`src/rtl/pit_pkg.sv`:
```
package pit_pkg;
   // Register byte offsets
   localparam int unsigned OFS_CTRL  = 4'h0;
   localparam int unsigned OFS_FLAG  = 4'h4;
   localparam int unsigned OFS_TAKE  = 4'h8;
   localparam int unsigned OFS_PEEK  = 4'hC;

   // Control word bit positions
   localparam int unsigned CTRL_IEN_BIT = 25;
   localparam int unsigned CTRL_RUN_BIT = 24;

   typedef enum logic [2:0] {
      SEL_CTRL,
      SEL_FLAG,
      SEL_TAKE,
      SEL_PEEK,
      SEL_NONE
   } reg_sel_e;
endpackage

```
`src/rtl/pit_prescaler.sv`:
```
module pit_prescaler #(
   parameter int unsigned DIV = 16
) (
   input  logic clk,
   input  logic rst_n,
   output logic tick
);
   generate
      if (DIV < 1) begin : g_bad_div
         $error("pit_prescaler: DIV must be at least 1");
      end
      if (DIV == 1) begin : g_bypass
         assign tick = 1'b1;
      end else begin : g_count
         localparam int unsigned PW = $clog2(DIV);
         logic [PW-1:0] phase;
         assign tick = (phase == PW'(DIV - 1));
         always_ff @(posedge clk or negedge rst_n) begin
            if (!rst_n)    phase <= '0;
            else if (tick) phase <= '0;
            else           phase <= phase + 1'b1;
         end
      end
   endgenerate
endmodule

```
`src/rtl/pit_interval.sv`:
```
module pit_interval #(
   parameter int unsigned CNT_W = 20
) (
   input  logic             clk,
   input  logic             rst_n,
   input  logic             tick,
   input  logic             run,
   input  logic [CNT_W-1:0] limit,
   output logic [CNT_W-1:0] value,
   output logic             wrap
);
   logic active;

   // A cleared run bit lets the current period finish, then parks at zero.
   assign active = run || (value != '0);
   assign wrap   = tick && active && (value >= limit);

   always_ff @(posedge clk or negedge rst_n) begin
      if (!rst_n)                value <= '0;
      else if (wrap)             value <= '0;
      else if (tick && active)   value <= value + 1'b1;
   end
endmodule

```
`src/rtl/pit_overflow.sv`:
```
module pit_overflow #(
   parameter int unsigned OVF_W = 12
) (
   input  logic             clk,
   input  logic             rst_n,
   input  logic             wrap,
   input  logic             take,
   output logic [OVF_W-1:0] periods,
   output logic             flag
);
   always_ff @(posedge clk or negedge rst_n) begin
      if (!rst_n) begin
         flag    <= 1'b0;
         periods <= '0;
      end else if (take) begin
         // An acknowledge that meets a wrap keeps the new wrap.
         flag    <= wrap;
         periods <= wrap ? OVF_W'(1) : '0;
      end else if (wrap) begin
         flag    <= 1'b1;
         periods <= periods + 1'b1;
      end
   end
endmodule

```
`src/rtl/pit_timer.sv`:
```
module pit_timer #(
   parameter int unsigned DIV    = 16,
   parameter int unsigned CNT_W  = 20,
   parameter int unsigned OVF_W  = 12,
   parameter int unsigned DATA_W = 32,
   parameter int unsigned ADDR_W = 4
) (
   input  logic              clk,
   input  logic              rst_n,
   input  logic [ADDR_W-1:0] bus_addr,
   input  logic              bus_wr_en,
   input  logic [DATA_W-1:0] bus_wdata,
   input  logic              bus_rd_en,
   output logic [DATA_W-1:0] bus_rdata,
   output logic              irq
);
   import pit_pkg::*;

   generate
      if (CNT_W + OVF_W != DATA_W) begin : g_bad_pack
         $error("pit_timer: CNT_W + OVF_W must equal DATA_W");
      end
      if (CNT_W > CTRL_RUN_BIT) begin : g_bad_cnt
         $error("pit_timer: limit field overlaps control bits");
      end
      if (DATA_W <= CTRL_IEN_BIT) begin : g_bad_data
         $error("pit_timer: DATA_W too narrow for control bits");
      end
      if (ADDR_W < 4) begin : g_bad_addr
         $error("pit_timer: ADDR_W must be at least 4");
      end
   endgenerate

   logic             ctl_ien;
   logic             ctl_run;
   logic [CNT_W-1:0] ctl_limit;
   logic             tick;
   logic             wrap;
   logic [CNT_W-1:0] value;
   logic [OVF_W-1:0] periods;
   logic             flag;
   logic             take;
   reg_sel_e         sel;
   logic [DATA_W-1:0] rd_word;
   logic             wdata_unused;

   assign wdata_unused = ^bus_wdata;

   always_comb begin
      if      (bus_addr == ADDR_W'(OFS_CTRL)) sel = SEL_CTRL;
      else if (bus_addr == ADDR_W'(OFS_FLAG)) sel = SEL_FLAG;
      else if (bus_addr == ADDR_W'(OFS_TAKE)) sel = SEL_TAKE;
      else if (bus_addr == ADDR_W'(OFS_PEEK)) sel = SEL_PEEK;
      else                                    sel = SEL_NONE;
   end

   assign take = bus_rd_en && (sel == SEL_TAKE);

   always_ff @(posedge clk or negedge rst_n) begin
      if (!rst_n) begin
         ctl_ien   <= 1'b0;
         ctl_run   <= 1'b0;
         ctl_limit <= '0;
      end else if (bus_wr_en && sel == SEL_CTRL) begin
         ctl_ien   <= bus_wdata[CTRL_IEN_BIT];
         ctl_run   <= bus_wdata[CTRL_RUN_BIT];
         ctl_limit <= bus_wdata[CNT_W-1:0];
      end
   end

   pit_prescaler #(.DIV(DIV)) u_presc (
      .clk  (clk),
      .rst_n(rst_n),
      .tick (tick)
   );

   pit_interval #(.CNT_W(CNT_W)) u_interval (
      .clk  (clk),
      .rst_n(rst_n),
      .tick (tick),
      .run  (ctl_run),
      .limit(ctl_limit),
      .value(value),
      .wrap (wrap)
   );

   pit_overflow #(.OVF_W(OVF_W)) u_overflow (
      .clk    (clk),
      .rst_n  (rst_n),
      .wrap   (wrap),
      .take   (take),
      .periods(periods),
      .flag   (flag)
   );

   always_comb begin
      rd_word = '0;
      unique case (sel)
         SEL_CTRL: begin
            rd_word[CTRL_IEN_BIT] = ctl_ien;
            rd_word[CTRL_RUN_BIT] = ctl_run;
            rd_word[CNT_W-1:0]    = ctl_limit;
         end
         SEL_FLAG:           rd_word[0] = flag;
         SEL_TAKE, SEL_PEEK: rd_word    = {periods, value};
         default:            rd_word    = '0;
      endcase
   end

   always_ff @(posedge clk or negedge rst_n) begin
      if (!rst_n)         bus_rdata <= '0;
      else if (bus_rd_en) bus_rdata <= rd_word;
   end

   assign irq = flag && ctl_ien;
endmodule

```
`config.mk`:
```
export PLATFORM = sky130hd
export DESIGN_NAME = pit_timer
export DESIGN_NICKNAME = d
export VERILOG_FILES = /design/src/rtl/pit_pkg.sv /design/src/rtl/pit_prescaler.sv /design/src/rtl/pit_interval.sv /design/src/rtl/pit_overflow.sv /design/src/rtl/pit_timer.sv
export SDC_FILE = /design/constraint.sdc
export NUM_CORES = 1
export LEC_CHECK = 0
export CORE_ASPECT_RATIO = 2
export CORE_UTILIZATION = 35
export CTS_CLUSTER_SIZE = 24
export DETAILED_ROUTE_END_ITERATION = 10
export PLACE_DENSITY = 0.61
export SLEW_MARGIN = 30
export SYNTH_ARGS = -nofsm -noshare
export SYNTH_HDL_FRONTEND = slang
export SYNTH_SLANG_ARGS = --single-unit
```
`constraint.sdc`:
```
create_clock -name clk -period 7 [get_ports clk]
set_input_delay 1.4 -clock clk [delete_from_list [all_inputs] [get_ports clk]]
set_output_delay 1.4 -clock clk [all_outputs]
set_load 0.05 [all_outputs]
```
==> results.md <==
- Status: finished clean
- Clk sinks: 91
- Fin crit period: 3380 ps
- Async SR Flop Fraction: 100%
- Clock latency on the worst-skew pair: 350 ps
- Cell taking the most area after synthesis: dfrtp_1
- Remaining Overflow, GRT: 0
- Postcts setup bufs: 0
- Final ANT Viol Nets: 0
- Max-cap violation count: 0
- Global-route wire length before repair: 17.8 mm
- Initial antenna violation count: 0
- Number of synthesized register bits: 91
- Htree depth: 3
- Initial cell density of the core: 36.1%
- Synth unique cells: 42
- Net Count, Synth: 523
- Vias: 3,556
- Slew HR: 35.9%
- Diodes inserted: 0
- Worst vdd ir: 0.138 mV
- Worst-path clk slew: 60 ps
- Nets: 580
- Xor-xnor portion of the synthesized cell area: 2.67%
- Vias/cell: 5.30
- Std-Cell Rows: 58
- Global Route Usage Sum: 16.6%
- Setup CP Type: primary input to flop
- Number of global-route vias before repair: 3,561
- Drt first pass iters: 4
- Setup TNS: 0 ps
- Post_cts resized: 0
- Post-place setup slack: 3210 ps
- CP endpoint kind: flop
- Clock root buffer: clkbuf_16
- Final Cycle Share: 48.3%
- Syn Std Cell Area: 4590 µm²
- Primary FF master, synth: dfrtp_1
- Share of cells above drive strength 1: 9.21%
- Post-synth EDFFs: 0
- Clock Path Buffers: 2
- CTS Hold Bufs: 0
- GP Congestion: 0.874
- Endpoints failing setup: 0
- Final hold vios: 0
- Mux share of post-synthesis cell area: 6.08%
- Slew @ Worst Pin: 962 ps
- Fin worst setup slack: 3620 ps
- F_max: 296 MHz
- DIE HEIGHT: 164 µm
- Largest family of logic cells by synthesized area: compound AO/OA/AOI/OAI gates
- Worst min path class: flop to flop
- Area Overhead vs Synth: 23.2%
- Worst Clk Skew: 9.68 ps
- Register area share after synthesis: 49.7%
- RSZ-0062 raised after global routing: false
- Final wirelength: 10.5 mm
- Ranking of synthesized cells by area: dfrtp_1 50%, ha_1 6.5%, mux2_2 5.6%
- Startpoint types: primary input
- Synth warn: 0
- Core area: 12,700 µm²
- Post-synthesis adder-cell area fraction: 6.55%
- Port bufs: 62
- Mapped Avg Cell Area: 9.99 µm²
- CTS Buf Count: 9
- # DRC: 0
- Routed WL per cell: 15.6 µm
- Simple-gate share of the synthesized area: 13.8%
- Synth Area in Compound Gates: 14.9%
- Crit Path Max Fanout: 35
- Power density over cell area: 232 nW/µm²
- Post-DP HPWL: 7.20 mm
- CTS tree: yes
- Die X: 82.9 µm
- Final Max Tran Viols: 0
- Largest net degree at the start of global routing: 81
- Initial drt markers: 240
- R2R setup slack: 4150 ps
- CP Data Arrival Time: 3600 ps
- Data required time at the worst endpoint: 7220 ps
- # IOs: 73
- Synth top area share: 49.7%
- Die area: 13,600 µm²
- Syn Inst Count: 459
- Leakage: 2.52 nW
==> power by group <==
part / internal, mW / switching [mW] / leakage (nW) / total, mW
registers: 0.577 / 0.0451 / 1.21 / 0.622
clock network: 0.286 / 0.206 / 0.137 / 0.492
logic: 0.0942 / 0.103 / 1.17 / 0.197
==> per-layer routing <==
layer	vias up	track usage (%)	wire length (µm)
met2	82	31.1	5790
met1	1734	18.5	4160
met4	0	6.50	192
li1	1724	-	-
met5	-	0	0
met3	16	2.61	330
==> stage by stage <==
stage | power (mW) | hold WS [ps] | std cells | utilization [%] | cell area (µm²)
after global routing | 1.38 | 526 | 671 | 44.5 | 5650
after detailed placement | 0.833 | 491 | 655 | 42.1 | 5350
after floorplan | 0.751 | 449 | 459 | - | 4590
final | 1.31 | 499 | 671 | 44.5 | 5650
after CTS | 1.33 | 500 | 671 | 44.5 | 5650
after global placement | 0.826 | 463 | 655 | 42.0 | 5340
==> area by class of cell <==
| type | count | area, µm² |
|---|---|---|
| Tap cell | 150 | 188 |
| Fill cell | 1222 | 7050 |
| Multi-Input combinational cell | 293 | 2020 |
| Clock buffer | 10 | 239 |
| Inverter | 55 | 206 |
| Sequential cell | 91 | 2280 |
| Clock inverter | 6 | 65.1 |
| Timing Repair Buffer | 66 | 652 |
==> placed cells by master (no fill, tap or decap), drive strengths merged, types with 2 or more instances in the layout <==
master and count:
dfrtp 91, clkdlybuf4s50 61, inv 55, o21ai 45, nand2 32, nor2 25, ha 24, mux2 23
a22oi 21, nand3 16, and3 10, clkbuf 10, xor2 9, a21oi 9, nand4 8, a21o 7
or4 7, nor2b 6, a22o 6, and2 6, nor4 5, o211ai 5, xnor2 5, buf 5
o31ai 4, clkinvlp 4, a211oi 3, mux2i 2, and4 2, nand2b 2, nor3 2
==> cells in the mapped netlist, types with 8 or more instances <==
| cell type | instances |
|---|---|
| xor2_1 | 9 |
| o21ai_0 | 43 |
| and3_1 | 10 |
| inv_1 | 55 |
| nand2_1 | 32 |
| nor2_1 | 25 |
| nand3_1 | 16 |
| a21oi_1 | 9 |
| nand4_1 | 8 |
| dfrtp_1 | 91 |
| clkbuf_1 | 13 |
| mux2_2 | 23 |
| ha_1 | 24 |
| a22oi_1 | 21 |
==> kinds of logic (layout without fill, tap and decap cells) <==
family,after synthesis,after routing
AOI/OAI and AO/OA,106,106
xor gates and xnor gates,14,14
adders and majority gates,24,24
buffers and inverters,75,137
DFF,91,91
muxes,25,25
and+or+nand+nor,124,124
==> worst max-delay path, cell delays in order <==
cell	delay, ps
clkdlybuf4s50_1	450
buf_4	310
and3_1	220
buf_4	340
nor2b_1	610
nor2_1	90
nand4_1	110
nand2_1	60
==> registers in the layout, indices dropped and copies added (netlist names) <==
signal,cells
u_overflow.flag,1
ctl_limit,20
ctl_ien,1
ctl_run,1
u_interval.value,20
u_presc.g_count.phase,4
u_overflow.periods,12
bus_rdata,32
==> final timing paths <==
path | cells after the start | start | end
worst max-delay path | 8 | bus_rd_en | u_overflow.periods[4]
worst min-delay path | 1 | u_presc.g_count.phase[0] | u_presc.g_count.phase[0]
worst max register to register | 7 | u_interval.value[2] | u_overflow.periods[0]
worst min register to register | 1 | u_presc.g_count.phase[0] | u_presc.g_count.phase[0]
max in group asynchronous | 2 | rst_n | bus_rdata[10]
min in group asynchronous | 1 | rst_n | bus_rdata[30]
(Power assumes the default switching activity.)
